$ cat src/rtl/lane_pack_pkg.sv
package lane_pack_pkg;
   localparam int unsigned DEF_LANES  = 4;
   localparam int unsigned DEF_BYTE_W = 8;

   function automatic int unsigned idx_width(input int unsigned lanes);
      return (lanes < 2) ? 1 : $clog2(lanes);
   endfunction
endpackage

$ cat src/rtl/lane_fill.sv
module lane_fill #(
   parameter int unsigned LANES  = lane_pack_pkg::DEF_LANES,
   parameter int unsigned BYTE_W = lane_pack_pkg::DEF_BYTE_W
) (
   input  logic                      clk,
   input  logic                      rst_n,
   input  logic                      take,
   input  logic [BYTE_W-1:0]         byte_in,
   input  logic                      last_in,
   output logic                      done,
   output logic [LANES*BYTE_W-1:0]   word,
   output logic [LANES-1:0]          strb
);
   localparam int unsigned IDX_W = lane_pack_pkg::idx_width(LANES);
   localparam logic [IDX_W-1:0] TOP_IDX = IDX_W'(LANES - 1);

   logic [IDX_W-1:0] idx;

   assign done = take && ((idx == TOP_IDX) || last_in);

   always_ff @(posedge clk or negedge rst_n) begin
      if (!rst_n)     idx <= '0;
      else if (done)  idx <= '0;
      else if (take)  idx <= idx + 1'b1;
   end

   for (genvar l = 0; l < LANES; l++) begin : g_lane
      localparam logic [IDX_W-1:0] MY_IDX = IDX_W'(l);
      logic [BYTE_W-1:0] held;

      always_ff @(posedge clk or negedge rst_n) begin
         if (!rst_n)                            held <= '0;
         else if (done)                         held <= '0;
         else if (take && (idx == MY_IDX))      held <= byte_in;
      end

      always_comb begin
         if (MY_IDX < idx)        word[l*BYTE_W +: BYTE_W] = held;
         else if (MY_IDX == idx)  word[l*BYTE_W +: BYTE_W] = byte_in;
         else                     word[l*BYTE_W +: BYTE_W] = '0;
         strb[l] = (MY_IDX <= idx);
      end
   end
endmodule

$ cat src/rtl/word_hold.sv
module word_hold #(
   parameter int unsigned LANES  = lane_pack_pkg::DEF_LANES,
   parameter int unsigned BYTE_W = lane_pack_pkg::DEF_BYTE_W
) (
   input  logic                      clk,
   input  logic                      rst_n,
   input  logic                      load,
   input  logic [LANES*BYTE_W-1:0]   word_in,
   input  logic [LANES-1:0]          strb_in,
   input  logic                      last_in,
   input  logic                      sink_ready,
   output logic                      space,
   output logic                      valid,
   output logic [LANES*BYTE_W-1:0]   word_out,
   output logic [LANES-1:0]          strb_out,
   output logic                      last_out
);
   assign space = !valid || sink_ready;

   always_ff @(posedge clk or negedge rst_n) begin
      if (!rst_n) begin
         valid    <= 1'b0;
         word_out <= '0;
         strb_out <= '0;
         last_out <= 1'b0;
      end else if (load) begin
         valid    <= 1'b1;
         word_out <= word_in;
         strb_out <= strb_in;
         last_out <= last_in;
      end else if (sink_ready) begin
         valid    <= 1'b0;
      end
   end
endmodule

$ cat src/rtl/lane_pack_up.sv
module lane_pack_up #(
   parameter int unsigned LANES  = lane_pack_pkg::DEF_LANES,
   parameter int unsigned BYTE_W = lane_pack_pkg::DEF_BYTE_W
) (
   input  logic                      clk,
   input  logic                      rst_n,
   input  logic                      in_valid,
   output logic                      in_ready,
   input  logic [BYTE_W-1:0]         in_byte,
   input  logic                      in_last,
   output logic                      out_valid,
   input  logic                      out_ready,
   output logic [LANES*BYTE_W-1:0]   out_data,
   output logic [LANES-1:0]          out_strb,
   output logic                      out_last
);
   if (LANES < 2) begin : g_bad_lanes
      $error("lane_pack_up: LANES must be at least 2");
   end
   if (BYTE_W < 1) begin : g_bad_width
      $error("lane_pack_up: BYTE_W must be at least 1");
   end

   logic                    take;
   logic                    done;
   logic [LANES*BYTE_W-1:0] next_word;
   logic [LANES-1:0]        next_strb;
   logic                    space;

   assign in_ready = space;
   assign take     = in_valid && space;

   lane_fill #(.LANES(LANES), .BYTE_W(BYTE_W)) u_fill (
      .clk     (clk),
      .rst_n   (rst_n),
      .take    (take),
      .byte_in (in_byte),
      .last_in (in_last),
      .done    (done),
      .word    (next_word),
      .strb    (next_strb)
   );

   word_hold #(.LANES(LANES), .BYTE_W(BYTE_W)) u_hold (
      .clk        (clk),
      .rst_n      (rst_n),
      .load       (done),
      .word_in    (next_word),
      .strb_in    (next_strb),
      .last_in    (in_last),
      .sink_ready (out_ready),
      .space      (space),
      .valid      (out_valid),
      .word_out   (out_data),
      .strb_out   (out_strb),
      .last_out   (out_last)
   );
endmodule

$ cat config.mk
export PLATFORM = sky130hd
export DESIGN_NAME = lane_pack_up
export DESIGN_NICKNAME = d
export VERILOG_FILES = /design/src/rtl/lane_pack_pkg.sv /design/src/rtl/lane_fill.sv /design/src/rtl/word_hold.sv /design/src/rtl/lane_pack_up.sv
export SDC_FILE = /design/constraint.sdc
export NUM_CORES = 1
export LEC_CHECK = 0
export BUFFER_PORTS_ARGS = -buffer_cell sky130_fd_sc_hd__buf_2
export CAP_MARGIN = 25
export CORE_ASPECT_RATIO = 0.5
export CORE_MARGIN = 2
export CORE_UTILIZATION = 55
export CTS_CLUSTER_DIAMETER = 120
export DETAILED_ROUTE_END_ITERATION = 7
export HOLD_SLACK_MARGIN = 0.02
export PLACE_DENSITY = 0.88
export SYNTH_ARGS = -nofsm -noshare
export SYNTH_HDL_FRONTEND = slang
export SYNTH_HIERARCHICAL = 1
export SYNTH_SLANG_ARGS = --single-unit
$ cat constraint.sdc
create_clock -name clk -period 2.1 [get_ports clk]
set_input_delay 0.21 -clock clk [delete_from_list [all_inputs] [get_ports clk]]
set_output_delay 0.21 -clock clk [all_outputs]
set_load 0.02 [all_outputs]
Yosys cells after proc, flatten, opt, wreduce, memory -nomap -nowiden. Index checks and enable logic that the tools add are counted.

Input bits: 13. Logic and storage cells: 60. Bits in registers: 72. Output and inout port bits: 39.

Add/sub/neg operators: 1. Equality and inequality tests: 6. Muxes and demuxes: 20. Reductions and logical operators: 16. $lt $le $gt $ge: 8.

Operators by type and width (count): 2-to-1 mux 8 bit (16); nonzero test 2 bit (6); logical AND 1 bit (6); equality test 2 bit (first input constant) (2); equality test 2 bit (second input constant) (2); less-or-equal comparator 1 x 2 -> 1 bit (first input constant) (2); less-or-equal comparator 2 bit (first input constant) (2); < comparator 1 x 2 -> 1 bit (first input constant) (2); < comparator 2 bit (first input constant) (2); 2-to-1 mux 2 bit (2); adder 2 x 1 -> 2 bit (second input constant) (1); equality test 1 x 2 -> 1 bit (first input constant) (1); equality test 2 x 1 -> 1 bit (second input constant) (1); logical NOT 2 bit (1); logical OR 1 bit (2); 2-to-1 mux 1 bit (2); logical NOT 1 bit (1).

Depth between registers and ports, before layout.
Depth in word-level cells: 6. Depth in mapped cells: 7. Gate-level depth less buffers: 5.

Modules after synthesis. The synthesis kept the hierarchy.

By module, submodules not included: word_hold (seq. area each 950.9 um2, times used 1, area each 1490.2 um2, cells each 81); lane_fill (seq. area each 650.6 um2, times used 1, area each 1478.9 um2, cells each 150); lane_pack_up (seq. area each 0.0 um2, times used 1, area each 6.3 um2, cells each 1).

Least setup slack after synthesis. Ideal clock, no wire load.

Kind: register -> register. Start point: register u_hold.valid. End point: register u_hold.word_out[10]. Buffers on the path: 3. Stages on the path, launching flop included: 8. Clock period less this slack: 1.896 ns. Data arrival time: 1.771 ns. Path slack: 0.204 ns. Setup time: 0.125 ns. Data required time: 1.975 ns. Cell sequence: dfrtp_1 > nand2b_1 > and2_1 > buf_4 > o21a_1 > buf_6 > buf_6 > mux2_4.

Cells in the longest elaborated chain, start to end: 4.

Ends and longest elaborated chain: start, declared (RTL line word_hold.sv:13) `output logic valid,`; start signal, assigned (RTL line word_hold.sv:22) `valid <= 1'b0;`; start signal, assigned (RTL line word_hold.sv:27) `valid <= 1'b1;`; start signal, assigned (RTL line word_hold.sv:32) `valid <= 1'b0;`; logical NOT 1 bit (RTL line word_hold.sv:18) `assign space = !valid || sink_ready;`; logical OR 1 bit (RTL line word_hold.sv:18); named net in_ready (RTL line lane_pack_up.sv:8) `output logic in_ready,`; logical AND 1 bit (RTL line lane_pack_up.sv:31) `assign take = in_valid && space;`; named net take (RTL line lane_pack_up.sv:24) `logic take;`; logical AND 1 bit (RTL line lane_fill.sv:19) `assign done = take && ((idx == TOP_IDX) || last_in);`; named net done (RTL line lane_pack_up.sv:25) `logic done;`; end signal, assigned (RTL line word_hold.sv:28) `word_out <= word_in;`; end, declared (RTL line word_hold.sv:14) `output logic [LANES*BYTE_W-1:0] word_out,`.

The timed path passes the listed nets, and every way through them passes these cells. A chain may end at the register's enable or synchronous reset.

Worst setup path in the final report.
Start point: register u_fill.idx[0]. End point: register u_fill.g_lane[0].held[4].

Cells in the longest elaborated chain, start to end: 4. Elaborated cells between the ends (all ways): 7. Classes of those cells: 1 x eq/ne; 1 x mux; 5 x reduce/logical.

Ends and longest elaborated chain: start, declared (RTL line lane_fill.sv:17) `logic [IDX_W-1:0] idx;`; start signal, assigned (RTL line lane_fill.sv:24) `else if (take) idx <= idx + 1'b1;`; equality test 2 bit (RTL line lane_fill.sv:19); logical OR 1 bit (RTL line lane_fill.sv:19); logical AND 1 bit (RTL line lane_fill.sv:19); 2-to-1 mux 8 bit / nonzero test 2 bit (equally long branches); end signal, assigned (RTL line lane_fill.sv:34) `else if (take && (idx == MY_IDX)) held <= byte_in;`; end, declared (RTL line lane_fill.sv:29) `logic [BYTE_W-1:0] held;`.

Parallel ways exist; a longest one is shown, timed or not.

==> reports/results.txt <==
status: finished, final reports clean
Max Clk Rate: 517 MHz
vias: 1963
Synth Area per Inst: 12.8 µm²
RePlAce Congestion: 0.797
Worst Setup Start Kind: flop
vias in the first global route: 2056
max_cap viols: 0
TritonCTS clock tree: yes
Final HPWL DP: 4230 µm
ratio of cells with drive above 1 in the final layout: 0.429
setup ws final: 167 ps
Cell Area, Synth: 2980 µm²
worst slew pin tran: 625 ps
Synth warnings: 6
Ant. Diodes: 0
post-synthesis register bit count: 64
Final min period: 1930 ps
Post-synth EDFFs: 0
register area share after synthesis: 0.538
die area: 6050 µm²
most frequent cells in the layout: 64 x dfrtp_1, 51 x buf_2, 33 x nand2_1, 26 x mux2_2, 24 x a22o_1
Syn Nets: 251
Power Total: 3.81 mW
CP arrival: 2210 ps
Cell Pwr Density: 1090 nW/µm²
initial antenna violation count: 0
area of the core: 5070 µm²
clk_skew: 3.87 ps
Setup violations, final: 0
wire length of the first global-routing pass: 10300 µm
Sink Count: 64
Starting DRT DRC Count: 151
PortBufs: 51
DR pass1 iterations: 4
Finished Layout Cells: 359
root buffer cell: clkbuf_8
largest net degree at the start of global routing: 65
gr ovfl total: 0
CTS Buffer Depth: 2
most common cell after layout, fill and taps aside: dfrtp_1
die width: 108 µm
dpl ws: 8.63 ps
Setup CP Type: reg2reg
drt wl/cell: 17.4 µm
Starting Density: 0.587
adder-cell share of the synthesized area: 0.0252
CP Data Required Time: 2380 ps
Compound-Gate Fraction of Synth Area: 0.120
main combinational cell family by area after synthesis: multiplexers
fraction of registers with async set/reset: 1.00
fin. max-slew vios: 0
Worst Setup End Kind: flop
Syn Inst Count: 232
max_slew headroom: 0.581
FF-to-FF setup slack: 170 ps
multiplexer share of the synthesized area: 0.194
Top FF cell, synth: dfrtp_1
Post-Synth XOR/XNOR Area: 0
peak supply drop: 0.615 mV
worst min-delay path class: in2reg
Worst-Skew Late Latency: 340 ps
Die Y: 56.0 µm
Clk pin slew, worst setup/hold paths: 60 ps
ratio of final minimum period to clock period: 0.920
Avg Vias per Cell: 5.47
worst-path fanout max: 11
H-Tree Depth: 3
std cell rows: 18
DRT antenna net count: 0
Simple-Gate Fraction of Synth Area: 0.0837
nets@finish: 307
Final Core Density: 0.691
CTS buffer count: 9
All-Layer GR Usage: 0.232
area growth from synthesis to final layout: 17.7%
leak pwr: 1.76 nW
DR DRC count: 0
Unique masters post-synth: 22
DP Cell Count: 346
final WL: 6260 µm
Ports: 52
Final Hold Vio Count: 0
worst max-delay path, cell delays in order, from the launching register on:
cell and delay, ps:
dfrtp_1 440, inv_1 150, ha_1 510, nor4bb_1 400, buf_4 210, a22o_1 150
sequential cells by signal (all words and copies together), names as in the netlist:
register            flops
u_hold/word_out        32
u_fill/idx              2
u_hold/strb_out         4
u_hold/last_out         1
u_fill/g_lane.held     24
u_hold/valid            1
layout make-up:
class / count / area (µm²)
Tap cell: 70 / 87.6
Sequential cell: 64 / 1600
Multi-Input combinational cell: 148 / 1270
Timing Repair Buffer: 62 / 353
Fill cell: 348 / 1570
Inverter: 3 / 11.3
Clock buffer: 11 / 151
Clock inverter: 1 / 30.0
cell families after synthesis:
logic type,Yosys count
DFF,64
and+or+nand+nor,50
muxes,45
other,1
AOI/OAI and AO/OA,46
adders and majority gates,6
buffers and inverters,20
routing by layer:
| layer | part of all wire | wire length [µm] | up-vias | track usage |
|---|---|---|---|---|
| met1 | 0.45 | 2840 | 958 | 0.303 |
| met5 | 0 | 0 | - | 0 |
| li1 | - | - | 929 | - |
| met3 | 0.062 | 386 | 8 | 0.0878 |
| met2 | 0.47 | 2930 | 68 | 0.348 |
| met4 | 0.016 | 99 | 0 | 0.0989 |
repair_timing:
item | CTS | global route
endpoints found under the hold margin | 64 | 0
endpoints found under the setup margin | 0 | 36
setup buffers | 0 | 0
hold buffers | 1 | 0
resized for setup | 0 | 1
power breakdown:
part           internal (mW)  switching (mW)  leakage (nW)  total [mW]
registers               1.49           0.148         0.855        1.64
clock network          0.586           0.421        0.0932        1.01
logic                  0.518           0.644         0.812        1.16
total                   2.60            1.21          1.76        3.81
final timing paths:
path,to,cells past startpoint,from
setup / recovery,u_fill/g_lane[0].held[4]$_DFFE_PN0P_,5,u_fill/idx[0]$_DFFE_PN0P_
hold / removal,u_hold/valid$_DFFE_PN0P_,3,out_ready
setup reg to reg,u_fill/g_lane[0].held[4]$_DFFE_PN0P_,5,u_fill/idx[0]$_DFFE_PN0P_
hold reg to reg,u_hold/word_out[5]$_DFFE_PN0P_,1,u_hold/word_out[5]$_DFFE_PN0P_
max in group asynchronous,u_fill/g_lane[0].held[6]$_DFFE_PN0P_,3,rst_n
min in group asynchronous,u_hold/strb_out[3]$_DFFE_PN0P_,3,rst_n
synth_stat cells (3+ instances only):
| master | n | area [µm²] |
|---|---|---|
| buf_6 | 3 | 33.8 |
| mux2_2 | 26 | 293 |
| buf_2 | 4 | 20.0 |
| a22o_1 | 24 | 210 |
| mux2_4 | 19 | 285 |
| ha_1 | 6 | 75.1 |
| nand2_1 | 33 | 124 |
| dfrtp_1 | 64 | 1600 |
| and2_1 | 9 | 56.3 |
| inv_1 | 3 | 11.3 |
| nor4bb_1 | 4 | 40.0 |
| clkbuf_1 | 8 | 30.0 |
| o21ai_0 | 17 | 85.1 |
through the flow:
stage / hold WS, ps / setup TNS [ps] / area, µm²
after CTS: 182 / 0 / 3500
final: 186 / 0 / 3500
after global placement: 237 / 0 / 3310
after global routing: 201 / -2.21 / 3500
after floorplan: -85.6 / 0 / 2980
after detailed placement: 247 / 0 / 3310
(Power assumes the default switching activity.)
